===== src/rtl/seg_xlate_pkg.sv =====
package seg_xlate_pkg;

  typedef enum logic [2:0] {
    TRAP_NONE   = 3'd0,
    TRAP_RANGE  = 3'd1,
    TRAP_ABSENT = 3'd2,
    TRAP_BOUND  = 3'd3,
    TRAP_PERM   = 3'd4
  } trap_e;

  typedef enum logic [1:0] {
    ACC_READ  = 2'd0,
    ACC_WRITE = 2'd1,
    ACC_EXEC  = 2'd2,
    ACC_RSVD  = 2'd3
  } acc_e;

  localparam int PERM_R = 0;
  localparam int PERM_W = 1;
  localparam int PERM_X = 2;

endpackage


===== src/rtl/seg_table.sv =====
module seg_table #(
  parameter int SEG_CNT = 8,
  parameter int PA_W    = 20,
  parameter int OFF_W   = 16,
  localparam int SEG_W  = $clog2(SEG_CNT)
) (
  input  logic             clk,
  input  logic             rst_n,
  input  logic             wr_en,
  input  logic [SEG_W-1:0] wr_idx,
  input  logic [PA_W-1:0]  wr_base,
  input  logic [OFF_W-1:0] wr_limit,
  input  logic             wr_present,
  input  logic [2:0]       wr_perm,
  input  logic             len_en,
  input  logic [SEG_W:0]   len_in,
  input  logic [SEG_W-1:0] rd_idx,
  output logic [PA_W-1:0]  rd_base,
  output logic [OFF_W-1:0] rd_limit,
  output logic             rd_present,
  output logic [2:0]       rd_perm,
  output logic [SEG_W:0]   len_q
);

  localparam logic [SEG_W:0] LEN_MAX = (SEG_W+1)'(SEG_CNT);

  logic [PA_W-1:0]  base_q    [SEG_CNT];
  logic [OFF_W-1:0] limit_q   [SEG_CNT];
  logic             present_q [SEG_CNT];
  logic [2:0]       perm_q    [SEG_CNT];

  for (genvar g = 0; g < SEG_CNT; g++) begin : g_entry
    always_ff @(posedge clk) begin
      if (!rst_n) begin
        base_q[g]    <= '0;
        limit_q[g]   <= '0;
        present_q[g] <= 1'b0;
        perm_q[g]    <= '0;
      end else if (wr_en && (wr_idx == SEG_W'(g))) begin
        base_q[g]    <= wr_base;
        limit_q[g]   <= wr_limit;
        present_q[g] <= wr_present;
        perm_q[g]    <= wr_perm;
      end
    end
  end

  always_ff @(posedge clk) begin
    if (!rst_n) begin
      len_q <= '0;
    end else if (len_en) begin
      len_q <= (len_in > LEN_MAX) ? LEN_MAX : len_in;
    end
  end

  always_comb begin
    rd_base    = '0;
    rd_limit   = '0;
    rd_present = 1'b0;
    rd_perm    = '0;
    for (int i = 0; i < SEG_CNT; i++) begin
      if (rd_idx == SEG_W'(i)) begin
        rd_base    = base_q[i];
        rd_limit   = limit_q[i];
        rd_present = present_q[i];
        rd_perm    = perm_q[i];
      end
    end
  end

endmodule


===== src/rtl/seg_check.sv =====
module seg_check
  import seg_xlate_pkg::*;
#(
  parameter int SEG_CNT = 8,
  parameter int PA_W    = 20,
  parameter int OFF_W   = 16,
  localparam int SEG_W  = $clog2(SEG_CNT)
) (
  input  logic [SEG_W-1:0] seg,
  input  logic [OFF_W-1:0] off,
  input  logic [1:0]       acc,
  input  logic [SEG_W:0]   len,
  input  logic [PA_W-1:0]  base,
  input  logic [OFF_W-1:0] limit,
  input  logic             present,
  input  logic [2:0]       perm,
  output trap_e            trap,
  output logic [PA_W-1:0]  paddr
);

  logic perm_ok;

  always_comb begin
    unique case (acc_e'(acc))
      ACC_READ:  perm_ok = perm[PERM_R];
      ACC_WRITE: perm_ok = perm[PERM_W];
      ACC_EXEC:  perm_ok = perm[PERM_X];
      default:   perm_ok = 1'b0;
    endcase
  end

  always_comb begin
    if ({1'b0, seg} >= len)  trap = TRAP_RANGE;
    else if (!present)       trap = TRAP_ABSENT;
    else if (off >= limit)   trap = TRAP_BOUND;
    else if (!perm_ok)       trap = TRAP_PERM;
    else                     trap = TRAP_NONE;
  end

  assign paddr = (trap == TRAP_NONE) ? (base + PA_W'(off)) : '0;

endmodule


===== src/rtl/seg_xlate.sv =====
module seg_xlate
  import seg_xlate_pkg::*;
#(
  parameter int SEG_CNT = 8,
  parameter int PA_W    = 20,
  parameter int OFF_W   = 16,
  localparam int SEG_W  = $clog2(SEG_CNT)
) (
  input  logic             clk,
  input  logic             rst_n,
  input  logic             tbl_we,
  input  logic [SEG_W-1:0] tbl_idx,
  input  logic [PA_W-1:0]  tbl_base,
  input  logic [OFF_W-1:0] tbl_limit,
  input  logic             tbl_present,
  input  logic [2:0]       tbl_perm,
  input  logic             len_we,
  input  logic [SEG_W:0]   len_val,
  input  logic             req_valid,
  output logic             req_ready,
  input  logic [SEG_W-1:0] req_seg,
  input  logic [OFF_W-1:0] req_off,
  input  logic [1:0]       req_acc,
  output logic             rsp_valid,
  input  logic             rsp_ready,
  output logic [PA_W-1:0]  rsp_paddr,
  output logic [2:0]       rsp_trap
);

  logic [PA_W-1:0]  e_base;
  logic [OFF_W-1:0] e_limit;
  logic             e_present;
  logic [2:0]       e_perm;
  logic [SEG_W:0]   len_cur;
  trap_e            trap_nxt;
  logic [PA_W-1:0]  paddr_nxt;
  logic             fire;

  seg_table #(.SEG_CNT(SEG_CNT), .PA_W(PA_W), .OFF_W(OFF_W)) table_i (
    .clk        (clk),
    .rst_n      (rst_n),
    .wr_en      (tbl_we),
    .wr_idx     (tbl_idx),
    .wr_base    (tbl_base),
    .wr_limit   (tbl_limit),
    .wr_present (tbl_present),
    .wr_perm    (tbl_perm),
    .len_en     (len_we),
    .len_in     (len_val),
    .rd_idx     (req_seg),
    .rd_base    (e_base),
    .rd_limit   (e_limit),
    .rd_present (e_present),
    .rd_perm    (e_perm),
    .len_q      (len_cur)
  );

  seg_check #(.SEG_CNT(SEG_CNT), .PA_W(PA_W), .OFF_W(OFF_W)) check_i (
    .seg     (req_seg),
    .off     (req_off),
    .acc     (req_acc),
    .len     (len_cur),
    .base    (e_base),
    .limit   (e_limit),
    .present (e_present),
    .perm    (e_perm),
    .trap    (trap_nxt),
    .paddr   (paddr_nxt)
  );

  assign req_ready = !rsp_valid || rsp_ready;
  assign fire      = req_valid && req_ready;

  always_ff @(posedge clk) begin
    if (!rst_n) begin
      rsp_valid <= 1'b0;
      rsp_paddr <= '0;
      rsp_trap  <= TRAP_NONE;
    end else if (fire) begin
      rsp_valid <= 1'b1;
      rsp_paddr <= paddr_nxt;
      rsp_trap  <= trap_nxt;
    end else if (rsp_ready) begin
      rsp_valid <= 1'b0;
    end
  end

endmodule


===== config.mk =====
export PLATFORM = sky130hd
export DESIGN_NAME = seg_xlate
export DESIGN_NICKNAME = d
export VERILOG_FILES = /design/src/rtl/seg_xlate_pkg.sv /design/src/rtl/seg_table.sv /design/src/rtl/seg_check.sv /design/src/rtl/seg_xlate.sv
export SDC_FILE = /design/constraint.sdc
export NUM_CORES = 1
export LEC_CHECK = 0
export ABC_AREA = 1
export BUFFER_PORTS_ARGS = -buffer_cell sky130_fd_sc_hd__buf_2
export CAP_MARGIN = 40
export CORE_ASPECT_RATIO = 2
export CORE_MARGIN = 10
export CORE_UTILIZATION = 51
export CTS_BUF_LIST = sky130_fd_sc_hd__clkbuf_4
export CTS_CLUSTER_DIAMETER = 100
export DETAILED_ROUTE_END_ITERATION = 8
export PLACE_DENSITY = 0.71
export SETUP_SLACK_MARGIN = 0.05
export SYNTH_ARGS = -nofsm -noshare
export SYNTH_HDL_FRONTEND = slang
export SYNTH_HIERARCHICAL = 1
export SYNTH_SLANG_ARGS = --single-unit

===== constraint.sdc =====
create_clock -name clk -period 7.55 [get_ports clk]
set_input_delay 1.51 -clock clk [delete_from_list [all_inputs] [get_ports clk]]
set_output_delay 1.51 -clock clk [all_outputs]
set_load 0.01 [all_outputs]

* Yosys cells after proc, flatten, opt, wreduce, memory -nomap -nowiden *
Memories as Yosys holds them, arrays and structs flattened.
Cells that the tools add are included.

word-level totals
  register bits = 28
  bits in writable memories = 320
  input port bits = 74
  output and inout bits = 25
  word-level logic and storage cells = 174
  memories = 4

memories
  memory             depth  width  read ports  clocked after Yosys merged registers in  wr ports  line             text
  table_i.base_q     8      20     8           0                                        8         seg_table.sv:27  logic [PA_W-1:0] base_q [SEG_CNT];
  table_i.limit_q    8      16     8           0                                        8         seg_table.sv:28  logic [OFF_W-1:0] limit_q [SEG_CNT];
  table_i.perm_q     8      3      8           0                                        8         seg_table.sv:30  logic [2:0] perm_q [SEG_CNT];
  table_i.present_q  8      1      8           0                                        8         seg_table.sv:29  logic present_q [SEG_CNT];

cells by class
  $add $sub $neg = 1
  magnitude comparators = 3
  equality and inequality tests = 16
  mux-type cells = 98
  bitwise gates (word level) = 32
  reductions and logical operators = 16

operators with widths
  kind                  count
  $mux W20              17
  $mux W16              16
  $mux W3               20
  $mux W1               43
  $or A1 B1 Y1          32
  $eq A3 B3 Y1 const B  8
  $add A20 B16 Y20      1
  $ge A16 B16 Y1        1
  $eq A3 B2 Y1 const B  4
  $logic_and A1 B1 Y1   9
  $logic_not A3 Y1      3
  $eq A3 B1 Y1 const B  2
  $ge A3 B4 Y1          1
  $gt A4 B4 Y1 const B  1
  $mux W4               1
  $pmux W1 S3           1
  $eq A2 B1 Y1 const B  1
  $eq A2 B2 Y1 const B  1
  $logic_not A2 Y1      1
  $reduce_bool A2 Y1    1
  $logic_not A1 Y1      1
  $logic_or A1 B1 Y1    1

* Longest topological paths before layout *
Gate-level depths: netlist (run 1).

  depth in word-level cells = 16
  mapped depth = 23
  mapped depth without buffers = 21

* Modules after synthesis *
The synthesis (run 1) kept the hierarchy.

modules (own cells, without submodules)
  module     instances  cells each  area each (um2)  seq. area each (um2)
  seg_table  1          1,317       14,053.5         9,679.3
  seg_check  1          349         1,876.8          0.0
  seg_xlate  1          155         1,121.1          480.5

* Least setup slack after synthesis (run 1) *
Ideal clock, no wire load.

  kind = input -> register
  start point = input port tbl_idx[2]
  end point = memory table_i.base_q[7][0], in the netlist table_i/base_q[1][60] (enable)
  setup time = 0.493 ns
  data arrival time = 4.417 ns
  required time = 7.057 ns
  path slack = 2.640 ns
  stages on the path = 2
  buffers on the path = 0
  cell sequence = nand2_1 -> o21ai_0

RTL lines
  what                line             text
  start: declaration  seg_xlate.sv:12  input logic [SEG_W-1:0] tbl_idx,
  end: declaration    seg_table.sv:27

* Final worst setup path (run 1) *
  start point = input port req_seg[1]
  end point = register rsp_paddr[19]

on the way
  elaborated cells between the ends (all ways) = 50
  classes of those cells = 1 x add/sub; 2 x order compare; 7 x eq/ne; 38 x mux; 2 x reduce/logical

RTL lines
  what                    line             text
  start: declaration      seg_xlate.sv:21  input logic [SEG_W-1:0] req_seg,
  $logic_not A3 Y1        seg_table.sv:62  if (rd_idx == SEG_W'(i)) begin
  $mux W16 (7 in series)  seg_table.sv:62
  $mux W16 *              seg_table.sv:62
  net e_limit[15]         seg_xlate.sv:31  logic [OFF_W-1:0] e_limit;
  $ge A16 B16 Y1 *        seg_check.sv:35  else if (off >= limit) trap = TRAP_BOUND;
  $mux W3 *               seg_check.sv:35
  $mux W3 *               seg_check.sv:34  else if (!present) trap = TRAP_ABSENT;
  $mux W3 *               seg_check.sv:33  if ({1'b0, seg} >= len) trap = TRAP_RANGE;
  $logic_not A3 Y1 *      seg_check.sv:40  assign paddr = (trap == TRAP_NONE) ? (base + PA_W'(off)) : '0;
  $mux W20 *              seg_check.sv:40
  net paddr_nxt[19]       seg_xlate.sv:36  logic [PA_W-1:0] paddr_nxt;
  end signal: assignment  seg_xlate.sv:81  rsp_paddr <= paddr_nxt;
  end: declaration        seg_xlate.sv:26  output logic [PA_W-1:0] rsp_paddr,

Mark *: on every way through the listed nets, which the timed path passes. The rest lies on a longest branch.
A chain may end at the register's enable or synchronous reset.

==> metrics.txt, run 1 <==
DIE HEIGHT between 200 and 300 um; I/O Pins between 90 and 100; FF-to-FF path depth 20; final instance area roughly 19,000 um^2; via count 13,600; final setup vio count 0; #FFs+latches synth about 350; First-pass DRT Iterations 9; post-route setup slack between 2000 and 3000 ps; Max rail drop VDD between 0.0001 and 0.00015 V; hpwl dp 31.4 mm; total wire length between 40 and 50 mm; number of synthesis warnings 6; WP data required 8220 ps; Fill cells just under 3,000; Resize count post-CTS 0; Post-DP Area between 15,000 and 20,000 um^2; Residual DRC 1; Slew Limit Fails 0; CTS Buf Count between 70 and 80; Worst slew margin 0.392; core box area between 30,000 and 40,000 um^2; Initial Util 0.518; Place WS between 1500 and 2000 ps; Clock Latency Late Sink between 700 and 800 ps; vias in the first global route about 14,000; largest net degree at the start of global routing between 70 and 80; status complete, but fails checks; hold endpoint table_i/len_q[1]; share of post-route cells with drive strength above 1 0.156; cell row count 94; top post-synthesis cells by count nor2_1 (469), edfxtp_1 (319), nand2_1 (278); Final Wtd Congestion ~1.0; PD cells approximately 230 nW/um^2; WL per Instance between 20 and 25 um; initial antenna violation count 6; post-synth top area cell edfxtp_1; critical path arrival 5520 ps; Syn Inst Count roughly 1,800; EDFF count, synth between 300 and 400; CTS tree done; crit share post-route 0.641; Hold Path Cell Cnt 2; H-tree levels 3; minimum clock period roughly 4800 ps; area delta synth->final 11.1%; die width about 150 um; Post-CTS Hold Fix Bufs 0; Setup TNS 0 ps; Post-synth top flop edfxtp_1; Avg Inst Size Synth ~9.4 um^2; most common cell in the netlist nor2_1; post-route ant nets 0; Vias/cell ~5.6; first-pass GRT wire length 74.1 mm; worst r2r src table_i/limit_q[0][18]; Async SR Flop Fraction 0; crit path max fanout 32; crit start category input pin; Lkg Pwr 7.83 nW; DRT iter0 DRCs approximately 990; reg2reg end rsp_paddr[19]; CTS max path bufs 3; register area share after synthesis 0.596; Total GRT Usage 0.233; clock slew at reported path FFs approximately 70 ps; Worst Min Path Start table_i/len_q[1]; GR Overflow Total 0; Setup CP Type in2reg; number of distinct library cells after synthesis 36; top cell type's share of synthesized area 0.562; fmax 207 MHz; Synth Cell Area 17,100 um^2; clock sink count 348; Nets between 2,000 and 2,500; largest cells by area after synthesis edfxtp_1 (56%), nor2_1 (10%), nand4_1 (7.5%), nand2_1 (6.1%), inv_1 (4.0%); R2R Setup Slk around 4500 ps; Slew @ Worst Pin 911 ps; RSZ-0062 raised after global routing false; max cap viols 0; die footprint a little over 40,000 um^2; hold violation count in the final report 0; failing checks DRC; class of the worst hold path reg2reg; clk root buf clkbuf_4; Post CTS Setup Buffer Count 0; Synth Net Count 1,931; Port Buf Inserts 98; Setup Skew roughly 42 ps; crit end category flop
layout make-up:
class	count	area (um^2)	area share
Clock inverter	28	194	0.0102
Clock buffer	107	803	0.0424
Tap cell	432	541	0.0285
Multi-Input combinational cell	1176	5750	0.304
Sequential cell	348	10200	0.536
Inverter	186	701	0.0370
Timing Repair Buffer	129	792	0.0418
Antenna cell	3	7.51	0.000396
state kept, by name, summed over array words and instances, names as in the netlist:
signal and count:
table_i/base_q 160, table_i/len_q 4, rsp_valid 1, rsp_trap 3, table_i/present_q 8, table_i/limit_q 128, table_i/perm_q 24, rsp_paddr 20
kinds of logic after synthesis:
group | Yosys count | synth area share
xor+xnor | 9 | 0.00462
flops | 348 | 0.596
buf+inv | 297 | 0.0719
simple gates | 1075 | 0.280
fa+ha+maj | 36 | 0.0269
compound gates | 56 | 0.0203
metal layers:
metal / GRT usage / up-vias / part of all wire
met5: 0 / - / 0.00080
met4: 0.140 / 6 / 0.052
met3: 0.0441 / 163 / 0.071
met2: 0.438 / 624 / 0.55
met1: 0.225 / 6400 / 0.33
li1: - / 6390 / -
power by group:
group / leakage, nW / internal, mW / switching, mW
Sequential: 3.32 / 2.23 / 0.0361
Clock: 0.601 / 0.762 / 0.724
Combinational: 3.90 / 0.170 / 0.411
Total: 7.83 / 3.16 / 1.17
worst max path at each step:
stage	startpoint	slack, ps	endpoint	cells past startpoint
after floorplan	tbl_idx[2]	2640	table_i/base_q[1][60]	2
after global placement	req_seg[1]	1760	rsp_paddr[16]	21
after detailed placement	req_seg[1]	1960	rsp_paddr[14]	18
after CTS	req_seg[1]	2750	rsp_paddr[19]	18
after global routing	req_seg[1]	2360	rsp_paddr[19]	22
final	req_seg[1]	2710	rsp_paddr[19]	18
metrics by stage:
step / util / hold WS (ps) / total power, mW / std cells
2_1_floorplan: - / 444 / 2.68 / 1821
6_report: 0.575 / 470 / 4.33 / 2409
4_1_cts: 0.575 / 471 / 4.36 / 2406
5_1_grt: 0.575 / 505 / 4.53 / 2409
3_3_place_gp: 0.542 / 454 / 2.86 / 2266
3_5_place_dp: 0.545 / 462 / 2.88 / 2271
critical path: stages:
cell and delay [ps]:
buf_2 550, inv_2 110, nor3_4 640, buf_4 450, nand2_1 90, nand4_1 100, inv_1 40, ha_1 310
a21oi_1 170, o21ai_0 120, nor2_2 150, nand4_1 500, buf_6 360, nor2_1 110, inv_1 40, nand3_1 70
nand2_1 60, nor2_1 90
layout by cell type, fill, tap and decap left out, drive strengths merged, types with 2 or more instances in the layout:
| master | n |
|---|---|
| nand3b | 6 |
| o21ai | 4 |
| a21boi | 2 |
| bufinv | 3 |
| edfxtp | 319 |
| xor2 | 3 |
| clkinv | 22 |
| dfxtp | 29 |
| o21bai | 2 |
| nand2 | 287 |
| nor2 | 481 |
| clkbuf | 107 |
| nor3 | 5 |
| inv | 189 |
| nand3 | 88 |
| a21oi | 46 |
| ha | 35 |
| diode | 3 |
| buf | 129 |
| nand4 | 205 |
| xnor2 | 6 |
Note: power is estimated with default switching activity, not from simulation.
==> run 2: changes to the inputs <==
--- a/config.mk
+++ b/config.mk
@@ -14,7 +14,7 @@
 export CTS_BUF_LIST = sky130_fd_sc_hd__clkbuf_4
 export CTS_CLUSTER_DIAMETER = 100
 export DETAILED_ROUTE_END_ITERATION = 8
-export PLACE_DENSITY = 0.71
+export PLACE_DENSITY = 0.73
 export SETUP_SLACK_MARGIN = 0.05
 export SYNTH_ARGS = -nofsm -noshare
 export SYNTH_HDL_FRONTEND = slang
==> constraint.sdc (replaced) <==
create_clock -name clk -period 3.9 [get_ports clk]
set_input_delay 0.78 -clock clk [delete_from_list [all_inputs] [get_ports clk]]
set_output_delay 0.78 -clock clk [all_outputs]
set_load 0.01 [all_outputs]
==> run 2 against run 1 <==
Register-to-register slack got worse by 3300 ps. Die area did not move. Total power grew 94%. Largest power group unchanged. Clock power grew 89%. Highest routed layer unchanged. Hold slack got worse by 220 ps. Non-clock buffer count grew 29. Clock skew rose by 19 ps. The run now ends clean. Combinational power up 110%. Final area rose by 1.6%. Global-route usage is 0.74 points higher.
==> metrics.txt, run 2 (synthesized netlist as in run 1, its figures left out) <==
DRT iter0 DRCs 1,199 (+21%); initial antenna violation count 2 (-4); first-pass GRT wire length 77.0 mm (+3.8%); max cap viols 0 (unchanged); Max rail drop VDD 0.000240 V (+120%); total power 8.40 mW (+94%); WP data required 4580 ps (-3640 ps); Worst slew margin 0.430 (+0.0377); CTS Buf Count 75 (-1.3%); cell row count 94 (unchanged); crit share post-route 0.772; die width 149 um (unchanged); fmax approximately 330 MHz; Largest Register table_i/base_q; final hold slack 246 ps (-224 ps); FF-to-FF path depth 20 (unchanged); die footprint 41,600 um^2 (unchanged); CTS max path bufs 3 (unchanged); class of the worst hold path in2reg; I/O Pins 99 (unchanged); WL per Instance 20.7 um (+2.5%); Setup TNS 0 ps (unchanged); hold violation count in the final report 0 (unchanged); minimum clock period 3010 ps; clock slew at reported path FFs 70 ps (about the same); core box area 32,900 um^2 (unchanged); clk root buf clkbuf_4; CTS tree done; hpwl dp 32.7 mm (+4.2%); Clock Latency Late Sink 780 ps (about the same); First-pass DRT Iterations 5 (-4); Residual DRC 0 (-1); most common cell after layout, fill and taps aside nor2_1; status completed; PD cells 436 nW/um^2 (+91%); RSZ-0062 raised after global routing false; post-route ant nets 0 (unchanged); total wire length 50.4 mm (+3.6%); share of post-route cells with drive strength above 1 0.166 (+0.0104); vias in the first global route 14,000 (+1.6%); Setup CP Type in2reg; critical path arrival 3690 ps (-1830 ps); final setup vio count 0 (unchanged); Port Buf Inserts 98 (unchanged); H-tree levels 3 (unchanged); area delta synth->final 13.0%; largest net degree at the start of global routing 89 (+25%); crit path max fanout 23 (-28%); Initial Util 0.518 (unchanged); Nets 2,055 (+1.4%); final instance area 19,300 um^2 (+1.6%); Total GRT Usage 0.240 (+0.00742); Final Wtd Congestion 0.919 (-9.1%); DIE HEIGHT 279 um (unchanged); via count 13,900 (+2.3%); Slew @ Worst Pin 855 ps (-56.5 ps); Slew Limit Fails 0 (unchanged); Lkg Pwr 7.97 nW (+1.8%); Fill cells 2,870 (-2.6%); Post-CTS Hold Fix Bufs 0 (unchanged); Post-DP Area 18,300 um^2 (+1.9%); crit start category input pin; max FFs per register 160 (unchanged); Hold Path Cell Cnt 3 (+1); area occupied by multi-input gates 5750 um^2 (unchanged); GR Overflow Total 0 (unchanged); Vias/cell 5.71 (+1.2%); clock sink count 348 (unchanged); top flop regs table_i/base_q x160, table_i/limit_q x128, table_i/perm_q x24; Resize count post-CTS 0 (unchanged); register area 10,200 um^2 (unchanged); most frequent cells in the layout nor2_1 (469), edfxtp_1 (319), nand2_1 (271), nand4_1 (205), inv_1 (182); crit end category flop; Post CTS Setup Buffer Count 0 (unchanged); Setup Skew 61.6 ps (+19.2 ps)
run 2: layout make-up:
| type | instances | share of cell area |
|---|---|---|
| diodes | 1 | 0.000130 |
| clock buffers | 106 | 0.0413 |
| clock inverters | 27 | 0.00903 |
| inverters | 186 | 0.0364 |
| multi-input cells | 1176 | 0.299 |
| flip-flops and latches | 348 | 0.527 |
| well taps | 432 | 0.0281 |
| repair buffers | 158 | 0.0590 |
run 2: metrics by stage:
stage,setup slack (ps),utilization,std cells
2_1_floorplan,801,-,1821
3_3_place_gp,176,0.555,2299
3_5_place_dp,144,0.555,2300
4_1_cts,954,0.585,2433
5_1_grt,652,0.585,2434
6_report,889,0.585,2434
run 2: power breakdown:
part	internal (mW)	switching (mW)	leakage (nW)
Clock	1.40	1.42	0.566
Sequential	4.31	0.0733	3.32
Combinational	0.375	0.822	4.08
run 2: worst paths after layout:
kind / endpoint / slack [ps] / startpoint
worst max-delay path: rsp_paddr[12] / 890 / req_seg[1]
worst min-delay path: table_i/len_q[2] / 250 / len_val[2]
worst max register to register: rsp_paddr[11] / 1240 / table_i/limit_q[0][18]
worst min register to register: table_i/len_q[2] / 470 / table_i/len_q[2]
run 2: worst max-delay path: stages:
cell,delay (ps)
buf_2,170
inv_2,220
buf_4,370
nand4_1,130
nand4_1,100
nor2_1,50
nand4_1,70
ha_1,270
inv_1,90
fa_1,450
o21bai_4,180
nand2_1,80
nand2_2,90
nand2_1,110
nand3b_1,110
nand2_1,50
nor2_1,80
inv_1,40
nand3_1,70
nand2_1,60
nor2_1,90
run 2: metal layers:
metal	routed length, um	track usage
met5	19	0
met4	3130	0.157
met3	3580	0.0488
met2	27000	0.438
met1	16700	0.237
==> run 3: changes to the inputs <==
--- a/config.mk
+++ b/config.mk
@@ -14,7 +14,7 @@
 export CTS_BUF_LIST = sky130_fd_sc_hd__clkbuf_4
 export CTS_CLUSTER_DIAMETER = 100
 export DETAILED_ROUTE_END_ITERATION = 8
-export PLACE_DENSITY = 0.73
+export PLACE_DENSITY = 0.71
 export SETUP_SLACK_MARGIN = 0.05
 export SYNTH_ARGS = -nofsm -noshare
 export SYNTH_HDL_FRONTEND = slang
==> constraint.sdc (replaced) <==
create_clock -name clk -period 3 [get_ports clk]
set_input_delay 0.6 -clock clk [delete_from_list [all_inputs] [get_ports clk]]
set_output_delay 0.6 -clock clk [all_outputs]
set_load 0.01 [all_outputs]
==> run 3 against run 2 <==
Sequential power rose by 30%. Non-clock buffer count rose by 68. Hold slack got worse by 160 ps. Clock power rose by 34%. Via count rose by 1.8%. Register-to-register slack got worse by 840 ps. Clock skew fell by 18 ps. Sequential share of layout area fell by 1.6 points. Largest cell class unchanged. Highest routed layer is now met4.
==> metrics.txt, run 3 (synthesized netlist as in run 1, its figures left out) <==
status completed; FF-to-FF path depth 20 (unchanged); Post-DP Area 18,900 um^2 (+3.2%); final instance area 19,900 um^2 (+3.2%); H-tree levels 3 (unchanged); CTS max path bufs 3 (unchanged); Initial Util 0.518 (unchanged); crit end category flop; total wire length 50.0 mm (-0.78%); die width 149 um (unchanged); Place WS -449 ps (-593 ps); DRT iter0 DRCs 1,048 (-13%); class of the worst hold path in2reg; Vias/cell 5.65 (-1.1%); Slew @ Worst Pin 924 ps (+68.9 ps); share of post-route cells with drive strength above 1 0.196 (+0.0293); Worst slew margin 0.384 (-0.0460); Hold Path Cell Cnt 3 (unchanged); first-pass GRT wire length 75.7 mm (-1.7%); Slew Limit Fails 0 (unchanged); WP data required 3710 ps (-870 ps); GR Overflow Total 0 (unchanged); WL per Instance 20.0 um (-3.6%); minimum clock period 2680 ps; R2R Setup Slk 400 ps (-840 ps); clock sink count 348 (unchanged); cell row count 94 (unchanged); hold endpoint table_i/len_q[1]; hold violation count in the final report 0 (unchanged); Resize count post-CTS 0 (unchanged); crit share post-route 0.895; post-route setup slack 316 ps (-573 ps); I/O Pins 99 (unchanged); crit path max fanout 20 (-13%); fmax 373 MHz; initial antenna violation count 3 (+1); Port Buf Inserts 98 (unchanged); Lkg Pwr 8.36 nW (+4.9%); Total GRT Usage 0.238 (-0.00182); via count 14,100 (+1.8%); CTS Buf Count 78 (+4.0%); Residual DRC 0 (unchanged); Fill cells 2,819 (-1.8%); Max rail drop VDD 0.000451 V (+88%); Final Wtd Congestion 1.03 (+12%); max cap viols 0 (unchanged); Setup CP Type in2reg; Post-CTS Hold Fix Bufs 0 (unchanged); CTS tree done; die footprint 41,600 um^2 (unchanged); PD cells 561 nW/um^2 (+29%); Largest Register table_i/base_q; final hold slack 82.5 ps (-163 ps); DIE HEIGHT 279 um (unchanged); top flop regs table_i/base_q x160, table_i/limit_q x128, table_i/perm_q x24; clock slew at reported path FFs 70 ps (about the same); most common cell after layout, fill and taps aside nor2_1; Clock Latency Late Sink 810 ps (+30 ps); critical path arrival 3400 ps (-290 ps); hpwl dp 35.1 mm (+7.2%); First-pass DRT Iterations 6 (+1); max FFs per register 160 (unchanged); worst r2r src table_i/limit_q[0][35]; Nets 2,126 (+3.5%); post-route ant nets 0 (unchanged); Worst Min Path Start len_val[1]; final setup vio count 0 (unchanged); Setup Skew 43.8 ps (-17.8 ps); clk root buf clkbuf_4; RSZ-0062 raised after global routing false; crit start category input pin; vias in the first global route 14,400 (+2.6%); reg2reg end rsp_paddr[19]; largest net degree at the start of global routing 48 (-46%); Post CTS Setup Buffer Count 0 (unchanged); most frequent cells in the layout nor2_1 (469), edfxtp_1 (319), nand2_1 (271), nand4_1 (205), inv_1 (182); core box area 32,900 um^2 (unchanged); area delta synth->final 16.6%
-- run 3: changes by cell type in the layout (fill, tap and decap cells not counted), sizes merged --
cell | previous run | this run
clkbuf | 106 | 111
diode | 1 | 3
buf | 158 | 226
clkinvlp | 3 | 0
bufinv | 2 | 3
clkinv | 19 | 16
-- run 3: worst max-delay path by stage --
stage,end,depth (start not counted),start
3_5_place_dp,rsp_paddr[19],24,req_seg[1]
6_report,rsp_paddr[19],24,req_seg[1]
3_3_place_gp,rsp_paddr[16],23,req_seg[0]
4_1_cts,rsp_paddr[19],24,req_seg[1]
5_1_grt,rsp_paddr[11],24,req_seg[1]
2_1_floorplan,table_i/base_q[1][60],2,tbl_idx[2]
-- run 3: power by group --
part           leakage (nW)  internal [mW]  switching [mW]
clock                 0.600           1.96            1.81
combinational          4.44          0.608            1.08
sequential             3.32           5.61          0.0932
-- run 3: per-stage QoR --
stage | setup TNS (ps) | instances | power [mW] | utilization
3_3_place_gp | -6050 | 2368 | 7.43 | 0.573
3_5_place_dp | -8790 | 2368 | 7.48 | 0.573
4_1_cts | 0 | 2501 | 11.2 | 0.603
5_1_grt | 0 | 2504 | 11.7 | 0.604
6_report | 0 | 2504 | 11.2 | 0.604
2_1_floorplan | 0 | 1821 | 6.75 | -
-- run 3: cell type report --
type,instances,area [um^2],share of cell area
inverters,186,701,0.0353
repair buffers,226,1710,0.0862
multi-input cells,1176,5750,0.289
clock inverters,22,166,0.00837
clock buffers,111,833,0.0419
diodes,3,7.51,0.000378
flip-flops and latches,348,10200,0.511
well taps,432,541,0.0272
-- run 3: worst max-delay path, stage by stage --
cell and delay [ps]:
buf_2 130, buf_12 140, nor2_4 140, nand2_1 170, buf_12 200, nor2_1 100, nor2_1 60, nand4_1 80
inv_1 70, ha_1 290, nand2_1 90, nor2_1 50, nor2_1 80, nand2_1 120, nand2_1 80, nand2_1 40
nand2_1 80, nand4_1 220, buf_12 250, nor2_1 110, inv_1 50, nand3_1 80, nand2_1 60, nor2_1 90
-- run 3: layer usage --
layer  vias up  track usage  part of all wire
met5         -            0                 0
met4         0        0.164             0.065
met3       210       0.0475             0.066
met2       653        0.449              0.55
met1      6689        0.219              0.32
li1       6589            -                 -
